==> src/rtl/emb_deser.sv <==
module emb_deser #(
  parameter int PAYLOAD_W   = 10,
  parameter int LOCK_FRAMES = 64,
  parameter int DROP_N      = 4
) (
  input  logic                 clk,
  input  logic                 rst_n,
  input  logic                 bit_en,
  input  logic                 ser_in,
  input  logic                 rx_en,
  input  logic                 pwr_n,
  input  logic                 edge_rise,
  output logic [PAYLOAD_W-1:0] word_out,
  output logic                 word_vld,
  output logic                 word_stb,
  output logic                 wclk_out,
  output logic                 lock_n
);
  localparam int FRAME_W = PAYLOAD_W + 2;
  localparam int PH_W    = $clog2(FRAME_W);
  localparam int RUN_W   = $clog2(LOCK_FRAMES + 1);
  localparam int MISS_W  = $clog2(DROP_N + 1);
  localparam int HALF    = FRAME_W / 2;
  localparam int HC_W    = $clog2(HALF + 1);
  localparam logic [PH_W-1:0]   PH_LAST   = PH_W'(FRAME_W - 1);
  localparam logic [RUN_W-1:0]  RUN_LAST  = RUN_W'(LOCK_FRAMES - 1);
  localparam logic [MISS_W-1:0] MISS_LAST = MISS_W'(DROP_N - 1);
  localparam logic [HC_W-1:0]   HC_LAST   = HC_W'(HALF - 1);

  logic [FRAME_W-1:0]   hist, hist_nx, cand, cand_clr, cand_nx, ph_oh;
  logic [PH_W-1:0]      ph, lock_ph;
  logic [RUN_W-1:0]     run;
  logic [MISS_W-1:0]    miss;
  logic [HC_W-1:0]      hcnt;
  logic [PAYLOAD_W-1:0] word_q, word_nx;
  logic locked, stb_q, wlev, primed;
  logic pd, ok, judge, sole, hit, at_lock, lock_now, accept, drop;

  assign pd      = ~pwr_n & ~rx_en;
  assign hist_nx = {hist[FRAME_W-2:0], ser_in};
  assign ok      = hist_nx[FRAME_W-1] & ~hist_nx[0];
  assign judge   = primed | (ph == PH_LAST);

  for (genvar k = 0; k < FRAME_W; k++) begin : g_slot
    assign ph_oh[k]    = (ph == PH_W'(k));
    assign cand_clr[k] = cand[k] & (ok | ~judge | ~ph_oh[k]);
  end

  for (genvar k = 0; k < PAYLOAD_W; k++) begin : g_pay
    assign word_nx[k] = hist_nx[FRAME_W-2-k];
  end

  assign cand_nx  = (cand_clr == '0) ? '1 : cand_clr;
  assign sole     = ($countones(cand_nx) == 1);
  assign hit      = |(cand_nx & ph_oh);
  assign at_lock  = locked & (ph == lock_ph);
  assign lock_now = bit_en & ~locked & sole & hit & (run == RUN_LAST);
  assign accept   = lock_now | (bit_en & at_lock & ok);
  assign drop     = bit_en & at_lock & ~ok & (miss == MISS_LAST);

  always_ff @(posedge clk) begin
    if (!rst_n || pd) begin
      hist    <= '0;
      cand    <= '1;
      ph      <= '0;
      lock_ph <= '0;
      run     <= '0;
      miss    <= '0;
      hcnt    <= '0;
      word_q  <= '0;
      locked  <= 1'b0;
      stb_q   <= 1'b0;
      wlev    <= 1'b0;
      primed  <= 1'b0;
    end else begin
      stb_q <= accept;
      if (bit_en) begin
        hist <= hist_nx;
        ph   <= (ph == PH_LAST) ? '0 : ph + 1'b1;
        if (ph == PH_LAST) primed <= 1'b1;
        if (!locked) begin
          cand <= cand_nx;
          if (!sole) run <= '0;
          else if (hit) run <= run + 1'b1;
          if (lock_now) begin
            locked  <= 1'b1;
            lock_ph <= ph;
          end
        end else if (at_lock) begin
          if (ok) miss <= '0;
          else if (drop) begin
            locked <= 1'b0;
            miss   <= '0;
            run    <= '0;
            cand   <= '1;
          end else miss <= miss + 1'b1;
        end
        if (accept) word_q <= word_nx;
        if (drop) begin
          wlev <= 1'b0;
          hcnt <= '0;
        end else if (accept) begin
          wlev <= 1'b1;
          hcnt <= '0;
        end else if (wlev) begin
          if (hcnt == HC_LAST) wlev <= 1'b0;
          else hcnt <= hcnt + 1'b1;
        end
      end
    end
  end

  assign word_vld = rx_en & locked;
  assign lock_n   = ~(rx_en & locked);
  assign word_out = word_vld ? word_q : '0;
  assign word_stb = stb_q & rx_en;
  assign wclk_out = word_vld & (wlev ~^ edge_rise);
endmodule

==> config.mk <==
export PLATFORM = sky130hd
export DESIGN_NAME = emb_deser
export DESIGN_NICKNAME = d
export VERILOG_FILES = /design/src/rtl/emb_deser.sv
export SDC_FILE = /design/constraint.sdc
export NUM_CORES = 1
export LEC_CHECK = 0
export BUFFER_PORTS_ARGS = -buffer_cell sky130_fd_sc_hd__buf_2
export CAP_MARGIN = 20
export CORE_MARGIN = 3
export CORE_UTILIZATION = 38
export CTS_CLUSTER_DIAMETER = 120
export DETAILED_ROUTE_END_ITERATION = 16
export GPL_TIMING_DRIVEN = 0
export SLEW_MARGIN = 20
export SYNTH_ARGS = -nofsm -noshare
export SYNTH_HDL_FRONTEND = slang
export SYNTH_SLANG_ARGS = --single-unit
==> constraint.sdc <==
create_clock -name clk -period 13.3 [get_ports clk]
set_input_delay 0.665 -clock clk [delete_from_list [all_inputs] [get_ports clk]]
set_output_delay 0.665 -clock clk [all_outputs]
set_load 0.005 [all_outputs]
==> results by stage <==
Route:
- The total via count after detailed routing is between 2000 and 3000.
- The count of nets left with antenna violations once routing finished came out at 0.
- Using the TritonRoute via totals, the vias-per-cell ratio works out to roughly 5.4.
- The first-pass iteration count of the detailed router is 4.
- Summed over all layers, the routed wires come to between 7000 and 8000 um.
- For this block, the initial DRC count from the detailed router was 154.
- After detailed routing, the number of remaining DRC violations is 0.
- Dividing the detail-routed wire length by the instance count gives ~15 um.

Floorplanning:
- The floorplan die area is 0.01010 mm2.
- After floorplanning, the core was divided into 33 placement rows.
- After floorplanning, the core was sized to cover around 0.0084 mm2.
- The die is around 100 um tall.
- In this run the count of I/O pins placed on the die edge is 21.
- From left edge to right edge, the die measures approximately 100 um.
- The initial core utilization is between 40 and 50%.

Timing:
- The worst pin sits at a relative slew slack of ~50%.
- The clock period could shrink to between 7 and 8 ns.
- Across the routed clock network, the largest skew measured is between 0.01 and 0.015 ns.
- For the pin with the worst max-slew slack, the measured transition is between 0.7 and 0.8 ns.
- The final critical-path share of the clock period is a little under three fifths.
- Setup repair after global routing left no endpoint under its margin.
- The setup TNS is 0 ns.
- The post-route worst hold slack is 0.4580 ns.
- The final setup slack of the worst path is roughly 5.8 ns.
- The peak clock frequency supported by timing is ~130 MHz.
- The final-report max-slew violation count is 0.
- The final hold violation count came to 0.
- Setup violations remaining at the end of the flow were counted as 0.

Clock network:
- The clock latency on the worst-skew pair is roughly 0.33 ns.
- The post-cts repair resize count is 0.
- Clock-pin slew was measured on the worst setup and hold paths at around 0.060 ns.
- The number of setup buffers added after CTS is 0.
- The buffer depth of the longest clock path is 2.
- Clock tree synthesis found a total of 58 sinks.
- The count of hold-fix buffers inserted at cts is 0.
- TritonCTS built the clock tree.
- TritonCTS created 9 clock buffers.
- The root buffer cell is clkbuf_8.
- The count of H-tree levels built during CTS is 3.

Placement:
- The HPWL after detailed placement is roughly 6000 um.
- The pre-CTS worst setup slack is between 5 and 6 ns.
- Routability-driven placement finished with a final weighted congestion of around 0.9.
- The count of input and output buffers is 19.

Worst setup path:
- Together, buffers and inverters on the worst path number 10.
- The required time at the endpoint of the critical path is ~14 ns.
- STA classifies the critical path endpoint as a register.
- In this run the worst path has a maximum fanout of 10.
- In this run the register-to-register setup slack is about 5.8 ns.
- Data on the critical path arrives at its endpoint at approximately 7.8 ns.
- The library cell contributing the largest single delay on the critical path is fa_1.
- The largest single stage delay on the critical path is 0.53 ns.
- The worst setup path is of the register to register kind.
- The cell occurring most often along the worst timing path is inv_1.
- The kind of launch point of the worst setup path is a register.
- Among cell families on the critical path, the largest total delay comes from adder cells.

Global routing:
- The remaining global-route overflow is 0.
- Entering global routing, the biggest net connects 11 pins.
- The number of global-route vias before repair is 2827.
- Global routing used ~17% of the available tracks.
- The initial antenna violation count is 0.
- The wire length of the first global-routing pass is 13770 um.

Job:
- Across the run, the number of max-cap violations was 0.

Yosys:
- Synthesis produced 404 cells.
- In the post-synthesis netlist, the biggest area contributors are dfxtp_1 34%, mux2i_1 7.7%, nand2_1 7.0%.
- The most used standard cell by instance count after synthesis is nand2_1.
- The post-synthesis average cell area is 8.399 um2.
- After synthesis, the share of flip-flops with an asynchronous set or reset is 0%.
- In this run the cell area of the synthesized design comes to 0.003393 mm2.
- Synthesis instantiated 58 different standard cells from the library.
- Synthesis produced a netlist with a net count of 431.
- In the synthesized netlist, the cells that appear most often are 63 x nand2_1, 58 x dfxtp_1, 37 x nor2_1.
- The leading area contributor after synthesis is dfxtp_1.
- The number of enable-type register cells in the synthesized netlist is 0.
- In this run the biggest area consumer among cell types represents between 30% and 40% of the synthesized area.
- Counting flops and latches in the post-synthesis netlist gives 58.
- Sequential cells were found to cover 34.22% of the synthesized design area.
- The yosys synthesis warning count is 0.
- The most used flip-flop cell after synthesis is dfxtp_1.

Power:
- The standby leakage power is 0.001702 uW.
- The sum of internal, switching and leakage power is roughly 370 uW.
- Dividing total power by cell area gives a power density of 95.59 mW/mm2.
- Across the VDD grid, the largest voltage drop is between 0.07 and 0.08 mV.

Finish:
- The number of nets at the end of the flow is 461.
- The antenna diode instance count is 0.
- In the final layout, the share of cells above drive strength 1 is 13.47%.
- The area overhead of the layout relative to synthesis is 12.87%.
- The number of fill cells in the layout is 860.

Min path:
- The worst hold path belongs to the class register to register.

Outcome:
- The flow ran to the end, and the final reports show no timing, DRC or antenna violations.
-- sequential cells by signal, indices dropped and copies added (netlist names) --
| register | cells |
|---|---|
| primed | 1 |
| locked | 1 |
| stb_q | 1 |
| cand | 12 |
| run | 7 |
| wlev | 1 |
| word_q | 10 |
| hcnt | 3 |
| hist | 11 |
| lock_ph | 4 |
| miss | 3 |
| ph | 4 |
-- power by group --
part	switching (uW)	leakage (uW)	total, uW	internal, uW
logic	16.0	0.00113	23.0	6.97
clock network	67.2	0.000106	168	101
registers	0.934	0.000468	175	174
-- kinds of logic (layout without fill, tap and decap cells) --
kind of cell             Yosys count  in the layout  synth area share [%]
AO/OA/AOI/OAI                     83             83                 18.51
XOR/XNOR                           4              4                 1.033
adder cells (fa/ha/maj)           20             20                 8.702
buffers and inverters             52             86                 7.006
flip-flops                        58             58                 34.22
multiplexers                      26             26                 7.670
AND/OR/NAND/NOR                  161            161                 22.86
-- through the flow --
step                std cells  util, %  area, um2
CTS                       543    45.40       3824
floorplan                 404        -       3393
detailed placement        528    42.97       3620
global placement          528    42.97       3620
finish                    543    45.47       3830
global route              543    45.47       3830
-- placed cells by master (no fill, tap or decap), types with 4 or more instances in the layout --
cell,count
a21oi_1,17
dfxtp_1,58
and2_1,6
o22ai_1,4
a31oi_1,6
inv_1,27
or4_1,4
clkbuf_8,12
o21ai_0,10
and3_1,14
clkbuf_1,16
fa_1,6
nand3_1,11
nor2_1,37
buf_2,23
nor3_1,4
a41o_1,6
nand2_1,63
buf_6,5
ha_1,14
mux2i_1,26
o2bb2ai_1,9
-- metal layers --
layer | GRT usage, % | routed length, um
met4 | 4.456 | 103
met3 | 3.391 | 372
met1 | 23.54 | 3949
met2 | 26.81 | 3551
met5 | 0 | 0
-- area by class of cell --
type,count,area (um2),share of cell area [%]
plain buffers,24,132.6,3.463
clock buffers,13,168.9,4.410
clock inverters,2,35.03,0.9147
inverters,28,105.1,2.744
multi-input cells,294,2001,52.24
flip-flops and latches,58,1161,30.32
well taps,105,131.4,3.430
repair buffers,19,95.09,2.483
-- worst paths after layout --
kind / depth (start not counted) / endpoint / startpoint
hold / removal: 2 / word_q[0] / word_q[0]
setup / recovery: 28 / wlev / ph[0]
hold reg to reg: 2 / word_q[0] / word_q[0]
setup reg to reg: 28 / wlev / ph[0]
-- worst register-to-register path: cells and delay by family (launching register included) --
family	cells	cell delay [ns]
AO/OA/AOI/OAI	5	1.44
adder cells (fa/ha/maj)	7	2.67
buffers and inverters	10	1.31
flip-flops	1	0.37
AND/OR/NAND/NOR	6	1.65
Note: power is estimated with default switching activity, not from simulation.
